===== src/rtl/iss_pkg.sv =====
package iss_pkg;
  typedef enum logic [2:0] {
    ST_WORD  = 3'd0,
    ST_EXT   = 3'd1,
    ST_BUB   = 3'd2,
    ST_SKIP1 = 3'd3,
    ST_SKIP2 = 3'd4
  } iss_state_e;
endpackage


===== src/rtl/iss_class_dec.sv =====
module iss_class_dec #(
  parameter int OPC_W  = 8,
  parameter int XTRA_W = 2
) (
  input  logic [OPC_W-1:0]  opcode,
  input  logic              raw_two,
  input  logic              raw_skip,
  input  logic              raw_flow,
  input  logic [XTRA_W-1:0] raw_extra,
  output logic              is_nop,
  output logic              two,
  output logic              skip,
  output logic              flow,
  output logic [XTRA_W-1:0] extra
);
  // A zero opcode is an orphan extension word: plain NOP, table ignored
  always_comb begin
    is_nop = (opcode == '0);
    two    = raw_two  & ~is_nop;
    skip   = raw_skip & ~is_nop;
    flow   = raw_flow & ~is_nop;
    extra  = is_nop ? '0 : raw_extra;
  end
endmodule


===== src/rtl/iss_pc_reg.sv =====
module iss_pc_reg #(
  parameter int          PC_W     = 16,
  parameter logic [15:0] RESET_PC = 16'h0000
) (
  input  logic            clk,
  input  logic            rst_n,
  input  logic            adv,
  input  logic            load,
  input  logic [PC_W-1:0] target,
  output logic [PC_W-1:0] pc
);
  always_ff @(posedge clk or negedge rst_n) begin
    if (!rst_n)    pc <= PC_W'(RESET_PC);
    else if (load) pc <= target;
    else if (adv)  pc <= pc + 1'b1;
  end

  assert_pc_step_R2: assert property (@(posedge clk) disable iff (!rst_n)
    adv && !load |=> pc == $past(pc) + 1'b1);

  assert_pc_load_R6: assert property (@(posedge clk) disable iff (!rst_n)
    load |=> pc == $past(target));
endmodule


===== src/rtl/iss_ctrl.sv =====
module iss_ctrl
  import iss_pkg::*;
#(
  parameter int PC_W   = 16,
  parameter int XTRA_W = 2
) (
  input  logic              clk,
  input  logic              rst_n,
  input  logic              fetch_valid,
  input  logic              iss_ready,
  input  logic              is_nop,
  input  logic              two,
  input  logic              skip,
  input  logic              flow,
  input  logic [XTRA_W-1:0] extra,
  input  logic              fb_taken,
  input  logic [PC_W-1:0]   fb_target,
  output logic              iss_valid,
  output logic              iss_bubble,
  output logic              pass_word,
  output logic              fetch_ready,
  output logic              pc_adv,
  output logic              pc_load,
  output logic [PC_W-1:0]   pc_target
);
  localparam int CNT_W = XTRA_W + 1;

  iss_state_e       state, state_n;
  logic [CNT_W-1:0] bub_cnt, bub_cnt_n;
  logic             skip_pend, skip_pend_n;
  logic             load_pend, load_pend_n;
  logic [PC_W-1:0]  tgt_q, tgt_q_n;
  logic             fire, flow_tk, skip_tk;
  logic [CNT_W-1:0] cnt_new;

  always_comb begin
    iss_valid   = 1'b0;
    iss_bubble  = 1'b1;
    pass_word   = 1'b0;
    fetch_ready = 1'b0;
    unique case (state)
      ST_WORD: begin
        iss_valid   = fetch_valid;
        iss_bubble  = is_nop;
        pass_word   = 1'b1;
        fetch_ready = iss_ready;
      end
      ST_EXT: begin
        iss_valid   = fetch_valid;
        iss_bubble  = 1'b0;
        pass_word   = 1'b1;
        fetch_ready = iss_ready;
      end
      ST_BUB: iss_valid = 1'b1;
      ST_SKIP1, ST_SKIP2: begin
        iss_valid   = fetch_valid;
        fetch_ready = iss_ready;
      end
      default: iss_valid = 1'b0;
    endcase
  end

  assign fire    = iss_valid & iss_ready;
  assign flow_tk = flow & fb_taken;
  assign skip_tk = skip & fb_taken & ~flow;
  assign cnt_new = CNT_W'(extra) + CNT_W'(flow_tk);

  always_comb begin
    state_n     = state;
    bub_cnt_n   = bub_cnt;
    skip_pend_n = skip_pend;
    load_pend_n = load_pend;
    tgt_q_n     = tgt_q;
    pc_adv      = 1'b0;
    pc_load     = 1'b0;
    pc_target   = fb_target;
    if (fire) begin
      unique case (state)
        ST_WORD: begin
          pc_adv = 1'b1;
          if (!is_nop) begin
            bub_cnt_n   = cnt_new;
            skip_pend_n = skip_tk;
            if (two) begin
              load_pend_n = flow_tk;
              tgt_q_n     = fb_target;
              state_n     = ST_EXT;
            end else begin
              pc_load = flow_tk;
              if (cnt_new != '0)  state_n = ST_BUB;
              else if (skip_tk)   state_n = ST_SKIP1;
            end
          end
        end
        ST_EXT: begin
          pc_adv      = 1'b1;
          pc_load     = load_pend;
          pc_target   = tgt_q;
          load_pend_n = 1'b0;
          if (bub_cnt != '0)  state_n = ST_BUB;
          else if (skip_pend) state_n = ST_SKIP1;
          else                state_n = ST_WORD;
        end
        ST_BUB: begin
          bub_cnt_n = bub_cnt - 1'b1;
          if (bub_cnt == CNT_W'(1)) state_n = skip_pend ? ST_SKIP1 : ST_WORD;
        end
        ST_SKIP1: begin
          pc_adv      = 1'b1;
          skip_pend_n = 1'b0;
          state_n     = two ? ST_SKIP2 : ST_WORD;
        end
        ST_SKIP2: begin
          pc_adv  = 1'b1;
          state_n = ST_WORD;
        end
        default: state_n = ST_WORD;
      endcase
    end
  end

  always_ff @(posedge clk or negedge rst_n) begin
    if (!rst_n) begin
      state     <= ST_WORD;
      bub_cnt   <= '0;
      skip_pend <= 1'b0;
      load_pend <= 1'b0;
      tgt_q     <= '0;
    end else begin
      state     <= state_n;
      bub_cnt   <= bub_cnt_n;
      skip_pend <= skip_pend_n;
      load_pend <= load_pend_n;
      tgt_q     <= tgt_q_n;
    end
  end

  assert_nop_single_R3: assert property (@(posedge clk) disable iff (!rst_n)
    state == ST_WORD && fire && is_nop |=> state == ST_WORD);

  assert_bub_drains_R5: assert property (@(posedge clk) disable iff (!rst_n)
    state == ST_BUB && fire && bub_cnt != CNT_W'(1) |=> state == ST_BUB);
endmodule


===== src/rtl/iss_seq_top.sv =====
module iss_seq_top #(
  parameter int          WORD_W   = 24,
  parameter int          OPC_W    = 8,
  parameter int          PC_W     = 16,
  parameter int          XTRA_W   = 2,
  parameter logic [15:0] RESET_PC = 16'h0000
) (
  input  logic              clk,
  input  logic              rst_n,
  output logic [PC_W-1:0]   fetch_addr,
  input  logic [WORD_W-1:0] fetch_word,
  input  logic              fetch_valid,
  output logic              fetch_ready,
  output logic [OPC_W-1:0]  cls_opcode,
  input  logic              cls_two_word,
  input  logic              cls_skip,
  input  logic              cls_flow,
  input  logic [XTRA_W-1:0] cls_extra,
  input  logic              fb_taken,
  input  logic [PC_W-1:0]   fb_target,
  output logic              iss_valid,
  input  logic              iss_ready,
  output logic [WORD_W-1:0] iss_word,
  output logic              iss_bubble
);
  localparam int OPC_LSB = WORD_W - OPC_W;

  logic              is_nop, two, skip, flow, pass_word, pc_adv, pc_load;
  logic [XTRA_W-1:0] extra;
  logic [PC_W-1:0]   pc_target;

  assign cls_opcode = fetch_word[WORD_W-1:OPC_LSB];
  assign iss_word   = pass_word ? fetch_word : '0;

  iss_class_dec #(.OPC_W(OPC_W), .XTRA_W(XTRA_W)) dec_i (
    .opcode(cls_opcode), .raw_two(cls_two_word), .raw_skip(cls_skip),
    .raw_flow(cls_flow), .raw_extra(cls_extra), .is_nop(is_nop),
    .two(two), .skip(skip), .flow(flow), .extra(extra)
  );

  iss_ctrl #(.PC_W(PC_W), .XTRA_W(XTRA_W)) ctrl_i (
    .clk(clk), .rst_n(rst_n), .fetch_valid(fetch_valid), .iss_ready(iss_ready),
    .is_nop(is_nop), .two(two), .skip(skip), .flow(flow), .extra(extra),
    .fb_taken(fb_taken), .fb_target(fb_target), .iss_valid(iss_valid),
    .iss_bubble(iss_bubble), .pass_word(pass_word), .fetch_ready(fetch_ready),
    .pc_adv(pc_adv), .pc_load(pc_load), .pc_target(pc_target)
  );

  iss_pc_reg #(.PC_W(PC_W), .RESET_PC(RESET_PC)) pc_i (
    .clk(clk), .rst_n(rst_n), .adv(pc_adv), .load(pc_load),
    .target(pc_target), .pc(fetch_addr)
  );

  assert_hold_R8: assert property (@(posedge clk) disable iff (!rst_n)
    iss_valid && !iss_ready |=> iss_valid && $stable(iss_word) && $stable(iss_bubble));

  assert_addr_hold_R8: assert property (@(posedge clk) disable iff (!rst_n)
    !(fetch_valid && fetch_ready) |=> $stable(fetch_addr));

  assert_bubble_opc_R9: assert property (@(posedge clk) disable iff (!rst_n)
    iss_valid && iss_bubble |-> iss_word[WORD_W-1:OPC_LSB] == '0);
endmodule


===== config.mk =====
export PLATFORM = sky130hd
export DESIGN_NAME = iss_seq_top
export DESIGN_NICKNAME = d
export VERILOG_FILES = /design/src/rtl/iss_pkg.sv /design/src/rtl/iss_class_dec.sv /design/src/rtl/iss_pc_reg.sv /design/src/rtl/iss_ctrl.sv /design/src/rtl/iss_seq_top.sv
export SDC_FILE = /design/constraint.sdc
export NUM_CORES = 1
export LEC_CHECK = 0
export BUFFER_PORTS_ARGS = -buffer_cell sky130_fd_sc_hd__buf_2
export CELL_PAD_IN_SITES_DETAIL_PLACEMENT = 0
export CELL_PAD_IN_SITES_GLOBAL_PLACEMENT = 2
export CORE_AREA = 5 5 83 123
export DETAILED_ROUTE_END_ITERATION = 7
export DIE_AREA = 0 0 88 128
export PLACE_DENSITY = 0.89
export SETUP_SLACK_MARGIN = 0.4
export SKIP_CTS_REPAIR_TIMING = 1
export SLEW_MARGIN = 0
export SYNTH_ARGS = -nofsm -noshare
export SYNTH_HDL_FRONTEND = slang
export SYNTH_SLANG_ARGS = --single-unit

===== constraint.sdc =====
create_clock -name clk -period 4.35 [get_ports clk]
set_input_delay 0.2175 -clock clk [delete_from_list [all_inputs] [get_ports clk]]
set_output_delay 0.2175 -clock clk [all_outputs]
set_load 0.01 [all_outputs]

==> impl_metrics.yaml, run 1 <==
run_status:
  status: "complete, no violations"
timing:
  max_freq_ghz: 0.378
  max_slew.worst_pin.slew_ns: 1.07
  period_minus_slack_ns: 2.65
  slew_violations: 0
  hold_viol_final: 0
  fin_tns_setup_ns: 0
  finClkSkew_ns: 0.00437
  fin_crit_sh: 0.609
  rsz0062_at_grt: "no"
  setup_viol: 0
  slew_headroom: 0.277
placed_design:
  dp_hpwl_um: 5670
  io_buffer_count: 100
  globalplace.congestion: 0.767
  place_inst: 479
layout:
  fillers: 948
  syn_to_final_growth_pct: 23.3
  final_core_util: 0.381
  n_antenna_cell: 0
  final_cells: 486
  drive_gt1_frac: 0.356
  nets: 430
yosys:
  syn_area_per_cell_um2: 9.69
  ys_top_cells_by_count: "dfrtp_1, and2_1, mux2i_1"
  yosysMostFrequentCell: "dfrtp_1"
  yosysUniqueCellTypes: 52
  synth-main-ff-cell: "dfrtp_1"
  synth_top_area_frac: 0.356
  synth_fp_nets: 346
  synth-async-reset-ratio: 1.00
  synth-seq-cells: 40
  synth_edf_count: 0
  syn_area_um2: 2810
  yosysSeqAreaShare: 0.356
  synth_area_leaders: "dfrtp_1, mux2i_1, and2_1"
  yosysTopAreaCell: "dfrtp_1"
  syn_inst: 290
  yosysWarnings: 0
power:
  p_clk_frac: 0.188
  switching_share: 0.387
  powerDensity_nw_per_um2: 585
  p_int_mw: 1.24
  p_sw_uw: 784
  vdd.ir_drop.worst_mv: 0.246
  combPwrFrac: 0.454
  power_leakage_nw: 1.71
  power.share.sequential: 0.358
floorplan:
  die_x_um: 88
  io_pins: 101
  start_util: 0.309
  rows: 43
  dieArea_um2: 11300
  core_um2: 9090
  die_y_um: 128
drt:
  wirelength_um: 7440
  vias_per_cell: 5.02
  drt_iter0_markers: 62
  ant_nets: 0
  drc: 0
  dr.pass1.iters: 4
  wl_per_cell_um: 15.3
  dr_total_vias: 2441
critical_path:
  end_kind: "register"
  critical_path.cell_chain: "buf_2 > nor4_2 > nand2_1 > and2_1 > ha_1 > ha_1 > or4_1 > o21ai_1 > a211oi_1 > mux2_1"
  start_kind: "input port"
  reg2reg_to: "pc_i.pc[8]$_DFFE_PN0P_"
  rr_startpoint: "ctrl_i.state[1]$_DFFE_PN0P_"
  slowest_stage: "or4_1"
  reg2reg_depth: 6
  cp_common_cell: "ha_1"
  path_max_fanout: 5
  ff2ff_setup_slack_ns: 1.83
  crit_required_ns: 4.51
  cp.arrival_ns: 2.81
  slowest_delay_ns: 0.53
  path_class: "in2reg"
job:
  drv_cap: 0
global_route:
  antenna_found_initial: 0
  grt_pass1_vias: 2408
  grt_pass1_wl_um: 11600
  grt_overflow: 0
  grt_max_degree: 41
  grt_usage: 0.129
cts:
  cts.path.max_buffers: 2
  cts_tree: "done"
  clock_latency_ns: 0.28
  cts_sinks: 40
  cts-root-buf: "clkbuf_16"
  numCtsBuffers: 5
  htree_levels: 2
  clkTransAtPathRegs_ns: 0.06
hold_path:
  hold_path.class: "in2async"
## power by group through the flow
stage                     clock, mW  sequential (mW)  combinational (mW)
after global routing          0.405            0.755                1.03
after detailed placement          0            0.727               0.935
after floorplan                   0            0.699               0.649
after CTS                     0.390            0.722               0.938
final                         0.381            0.725               0.919
after global placement            0            0.722               0.922
## cell usage in the layout (no fill, tap or decap), drive strengths merged, types with 2 or more instances in the layout
cell	instances
a32oi	2
or2	2
xnor2	2
dfrtp	40
and4	2
nand3b	2
nor2	14
a2bb2oi	6
a211oi	2
o22ai	2
and2	30
or3	2
nand2	16
a21oi	19
nand3	11
ha	6
nand2b	5
nor4	3
buf	101
o21ai	12
nor2b	2
nand4	5
inv	10
clkbuf	7
mux2	29
nor3	3
o22a	3
and3	6
mux2i	20
## worst max-delay path, delay by kind of cell
kind	cells	cell delay, ns
AO/OA/AOI/OAI	2	0.27
buffers and inverters	1	0.11
AND/OR/NAND/NOR	4	1.39
multiplexers	1	0.34
adder cells (fa/ha/maj)	2	0.48
## metrics by stage
stage / hold slack, ns / power, mW / setup slack (ns) / area [um2]
final: 0.0705 / 2.02 / 1.70 / 3460
after global routing: 0.155 / 2.19 / 1.51 / 3460
after CTS: 0.112 / 2.05 / 1.68 / 3460
after detailed placement: 0.411 / 1.66 / 1.40 / 3310
after global placement: 0.409 / 1.64 / 1.47 / 3310
after floorplan: -0.0781 / 1.35 / 1.76 / 2810
## sequential cells by signal, indices dropped and copies added, names as in the netlist
register          cells
ctrl_i.tgt_q         16
ctrl_i.bub_cnt        3
ctrl_i.load_pend      1
ctrl_i.state          3
pc_i.pc              16
ctrl_i.skip_pend      1
## cells by family (layout without fill, tap and decap cells)
logic type               Yosys count  count (layout)  share of synthesized area
buffers and inverters             34             118                     0.0655
adder cells (fa/ha/maj)            6               6                     0.0267
flip-flops                        40              40                      0.356
AND/OR/NAND/NOR                  105             105                      0.215
XOR/XNOR                           2               2                    0.00624
AO/OA/AOI/OAI                     54              54                      0.129
multiplexers                      49              49                      0.201
## per-layer routing
metal  up-vias  track usage  routed length, um
met5         -            0                  0
met4         0       0.0352                101
met3         8       0.0277                630
met2        93        0.237               3870
met1      1140        0.148               2830
li1       1200            -                  -
## final cells by class
| class | instances | area (um2) | area share |
|---|---|---|---|
| Timing Repair Buffer | 101 | 508 | 0.147 |
| Tap cell | 112 | 140 | 0.0405 |
| Sequential cell | 40 | 1000 | 0.289 |
| Inverter | 10 | 37.5 | 0.0108 |
| Multi-Input combinational cell | 216 | 1620 | 0.469 |
| Clock buffer | 7 | 153 | 0.0441 |
## worst max-delay path by stage
stage	start	end	depth (start not counted)
4_1_cts	fetch_word[21]	ctrl_i.state[1]$_DFFE_PN0P_	10
5_1_grt	fetch_word[21]	ctrl_i.state[1]$_DFFE_PN0P_	10
3_3_place_gp	fetch_word[21]	ctrl_i.state[2]$_DFFE_PN0P_	10
2_1_floorplan	fetch_word[17]	ctrl_i.state[0]$_DFFE_PN0P_	9
6_report	fetch_word[17]	ctrl_i.state[1]$_DFFE_PN0P_	10
3_5_place_dp	fetch_word[21]	ctrl_i.state[1]$_DFFE_PN0P_	10
No activity file was read; power rests on OpenSTA's default activity.
==> inputs of run 2 (changes only) <==
CORE_AREA = 5 5 87 129   (was 5 5 83 123)
DIE_AREA = 0 0 92 134   (was 0 0 88 128)
PLACE_DENSITY = 0.82   (was 0.89)
clock period = 2.56 ns   (was 4.35 ns; I/O delays follow)
==> run 2 against run 1 <==
Clock-buffer cell count is 1 higher. Die area rose by 9.4%. Largest cell class unchanged. The flow now finishes with violations (negative hold slack). Critical endpoint is now ctrl_i.state[0]$_DFFE_PN0P_. Critical path type unchanged. Global-route usage is 0.95 points lower.
==> impl_metrics.yaml, run 2 (synthesis results as in run 1) <==
timing:
  fin_crit_sh: 0.842
  setup_viol: 0
  hold-worst-slack_ns: -0.00779
  hold_viol_final: 9
  max_slew.worst_pin.slew_ns: 0.925
  rsz0062_at_grt: "yes"
  finClkSkew_ns: 0.00407
  slew_violations: 0
  max_freq_ghz: 0.464
  fin_tns_setup_ns: 0
  period_minus_slack_ns: 2.16
  slew_headroom: 0.383
cts:
  cts-root-buf: "clkbuf_16"
  clkTransAtPathRegs_ns: 0.06
  cts_tree: "done"
  htree_levels: 2
  numCtsBuffers: 5
  cts_sinks: 40
  clock_latency_ns: 0.28
  cts.path.max_buffers: 2
run_status:
  violations: "negative hold slack"
  status: "finished with violations"
drt:
  ant_nets: 0
  dr_total_vias: 2413
  wirelength_um: 7440
  wl_per_cell_um: 14.8
  dr.pass1.iters: 4
  drc: 0
  drt_iter0_markers: 55
  vias_per_cell: 4.82
layout:
  reg.largest.list: "ctrl_i.tgt_q (16), pc_i.pc (16)"
  nets: 439
  n_antenna_cell: 0
  layout_commonest_cell: "buf_2"
  drive_gt1_frac: 0.406
  syn_to_final_growth_pct: 30.2
  layout_common_cells: "buf_2, dfrtp_1, and2_1, mux2i_1, a21oi_1"
floorplan:
  dieArea_um2: 12300
  core_um2: 10000
  rows: 45
  start_util: 0.280
  io_pins: 101
  die_x_um: 92
  die_y_um: 134
global_route:
  grt_use_met3: 0.0208
  gr-usage-met2: 0.236
  grt_util_met1: 0.129
  busiest_layer: "met2"
  grt_max_degree: 41
  antenna_found_initial: 0
  grt_pass1_vias: 2464
  grt_pass1_wl_um: 12100
  grt_usage: 0.120
  grt_overflow: 0
power:
  power_mw: 3.53
  vdd.ir_drop.worst_mv: 0.360
  power_leakage_nw: 1.78
  powerDensity_nw_per_um2: 964
critical_path:
  reg2reg_to: "ctrl_i.tgt_q[3]$_DFFE_PN0P_"
  cp.arrival_ns: 2.32
  end_kind: "register"
  start_kind: "input port"
  path_class: "in2reg"
  path_max_fanout: 5
  crit_required_ns: 2.72
  rr_startpoint: "ctrl_i.state[1]$_DFFE_PN0P_"
  reg2reg_depth: 6
  ff2ff_setup_slack_ns: 0.52
job:
  drv_cap: 0
placed_design:
  dp_hpwl_um: 5680
  io_buffer_count: 100
  globalplace.congestion: 0.769
hold_path:
  hold_path.class: "in2async"
run 2: power breakdown:
part	total [mW]	internal, mW	leakage (nW)	switching (mW)
Combinational	1.68	0.855	1.22	0.821
Sequential	1.23	0.933	0.483	0.299
Clock	0.620	0.389	0.0712	0.231
Total	3.53	2.18	1.78	1.35
run 2: worst max-delay path: stages:
cell and delay [ns]:
buf_2 0.13, nor4_4 0.31, nand2_2 0.14, and2_4 0.19, ha_4 0.16, ha_4 0.24, or4_4 0.43, o21ai_4 0.17
a211oi_4 0.10, mux2_4 0.32
run 2: per-stage QoR:
stage,utilization,std cells,cell area (um2),setup WS [ns],hold slack [ns]
final,0.365,501,3660,0.404,-0.00779
after global placement,0.343,493,3430,0.104,0.332
after detailed placement,0.343,493,3430,0.0745,0.331
after CTS,0.357,501,3580,0.361,0.0252
after floorplan,-,290,2850,0.298,-0.168
after global routing,0.365,501,3660,0.348,0.0720
run 2: final cells by class:
cell class	instances	area [um2]
Inverter	10	37.5
Fill cell	1050	6360
Timing Repair Buffer	110	604
Clock buffer	8	146
Multi-Input combinational cell	216	1720
Tap cell	117	146
Sequential cell	40	1000
run 2: how the worst max path moves through the flow:
stage / startpoint / endpoint / slack [ns] / cells past startpoint
2_1_floorplan: fetch_word[18] / ctrl_i.state[0]$_DFFE_PN0P_ / 0.30 / 9
3_3_place_gp: fetch_word[21] / ctrl_i.state[1]$_DFFE_PN0P_ / 0.10 / 10
3_5_place_dp: fetch_word[21] / ctrl_i.state[2]$_DFFE_PN0P_ / 0.07 / 10
4_1_cts: ctrl_i.state[1]$_DFFE_PN0P_ / ctrl_i.tgt_q[3]$_DFFE_PN0P_ / 0.36 / 6
5_1_grt: fetch_word[22] / ctrl_i.state[0]$_DFFE_PN0P_ / 0.35 / 10
6_report: fetch_word[18] / ctrl_i.state[0]$_DFFE_PN0P_ / 0.40 / 10
run 2: metal layers:
layer / vias to the layer above / routed length, um
met5: - / 0
met4: 0 / 80
met3: 7 / 289
met2: 59 / 4130
met1: 1139 / 2940
li1: 1208 / -
==> inputs of run 3 (changes only) <==
clock period = 2.15 ns   (was 2.56 ns; I/O delays follow)
==> run 3 against run 2 <==
The run now ends clean. Core utilization is 5.5 points higher. Global-route usage is 0.38 points higher. Clock power is 21% higher. Largest cell class unchanged.
==> impl_metrics.yaml, run 3 (synthesis results as in run 1) <==
layout:
  n_antenna_cell: 0
  final_core_util: 0.420
  multi_input_area_um2: 1890
  syn_to_final_growth_pct: 49.9
  fillers: 1003
  seq_area_um2: 1000
  nets: 472
  reg.largest.list: "ctrl_i.tgt_q (16), pc_i.pc (16)"
  drive_gt1_frac: 0.525
  layout_commonest_cell: "buf_2"
  fin_area_um2: 4210
  layout_common_cells: "buf_2, dfrtp_1, buf_4, and2_1, mux2_4"
timing:
  setup_viol: 0
  slew_violations: 0
  rsz0062_at_grt: "yes"
  hold_viol_final: 0
  max_slew.worst_pin.slew_ns: 0.459
  max_freq_ghz: 0.500
  fin_crit_sh: 0.930
  finClkSkew_ns: 0.00433
  period_minus_slack_ns: 2.00
  slew_headroom: 0.694
  hold-worst-slack_ns: 0.0707
floorplan:
  dieArea_um2: 12300
  start_util: 0.280
  rows: 45
  die_x_um: 92
  die_y_um: 134
  io_pins: 101
  core_um2: 10000
hold_path:
  hp-start: "fb_target[13]"
  hold_depth: 2
  hold_path.class: "in2reg"
critical_path:
  start_kind: "input port"
  path_max_fanout: 3
  reg2reg_depth: 4
  end_kind: "register"
  crit_required_ns: 2.31
  cp.arrival_ns: 2.16
  startpoint: "fetch_word[17]"
  path_class: "in2reg"
  rr_startpoint: "ctrl_i.state[1]$_DFFE_PN0P_"
placed_design:
  place_area_um2: 3600
  io_buffer_count: 100
  dp_hpwl_um: 5720
  globalplace.congestion: 0.810
cts:
  clock_latency_ns: 0.28
  cts.path.max_buffers: 2
  clkTransAtPathRegs_ns: 0.06
  cts_sinks: 40
  cts-root-buf: "clkbuf_16"
  cts_tree: "done"
  numCtsBuffers: 5
  htree_levels: 2
global_route:
  grt_usage: 0.124
  antenna_found_initial: 0
  grt_pass1_vias: 2567
  grt_max_degree: 35
  grt_pass1_wl_um: 12400
  grt_overflow: 0
power:
  power_mw: 4.68
  power_leakage_nw: 2.05
  vdd.ir_drop.worst_mv: 0.728
  powerDensity_nw_per_um2: 1110
drt:
  vias_per_cell: 4.93
  drc: 0
  drt_iter0_markers: 52
  dr.pass1.iters: 4
  wirelength_um: 8490
  wl_per_cell_um: 15.9
  ant_nets: 0
  dr_total_vias: 2633
job:
  drv_cap: 0
run_status:
  status: "complete, no violations"
run 3: final cells by class:
class	instances	area share
sequential	40	0.238
tap	117	0.0348
timing repair buffer	143	0.234
inverter	10	0.00892
clock buffer	8	0.0348
multi-input combinational	216	0.449
run 3: critical path, stage by stage:
cell and delay (ns):
buf_8 0.10, nor4_4 0.31, nand2_2 0.11, and2_4 0.18, ha_4 0.15, ha_4 0.15, or4_4 0.47, o21ai_2 0.13
a211oi_2 0.10, mux2_1 0.33
run 3: per-layer routing:
metal | wire length [um] | GRT usage | share of wire
met1 | 3320 | 0.140 | 0.39
met2 | 4470 | 0.226 | 0.53
met3 | 595 | 0.0303 | 0.070
met4 | 108 | 0.0380 | 0.013
met5 | 0 | 0 | 0
run 3: worst paths after layout:
kind / to / slack (ns)
max: ctrl_i.state[0]$_DFFE_PN0P_ / 0.15
min: ctrl_i.tgt_q[13]$_DFFE_PN0P_ / 0.07
max reg2reg: ctrl_i.tgt_q[7]$_DFFE_PN0P_ / 0.24
min reg2reg: ctrl_i.tgt_q[11]$_DFFE_PN0P_ / 0.50
max in group asynchronous: ctrl_i.state[1]$_DFFE_PN0P_ / 1.22
min in group asynchronous: ctrl_i.tgt_q[13]$_DFFE_PN0P_ / 0.20
run 3: power breakdown:
part           switching, mW  internal, mW  total [mW]
logic                   1.14          1.34        2.48
clock network          0.287         0.463       0.749
registers              0.342          1.11        1.45
run 3: per-stage QoR:
step,worst slack [ns],setup TNS [ns],instances
CTS,0.0661,0,513
detailed placement,-0.223,-0.654,505
floorplan,-0.0917,-0.275,290
global placement,-0.208,-0.620,505
global route,0.0867,0,534
finish,0.150,0,534
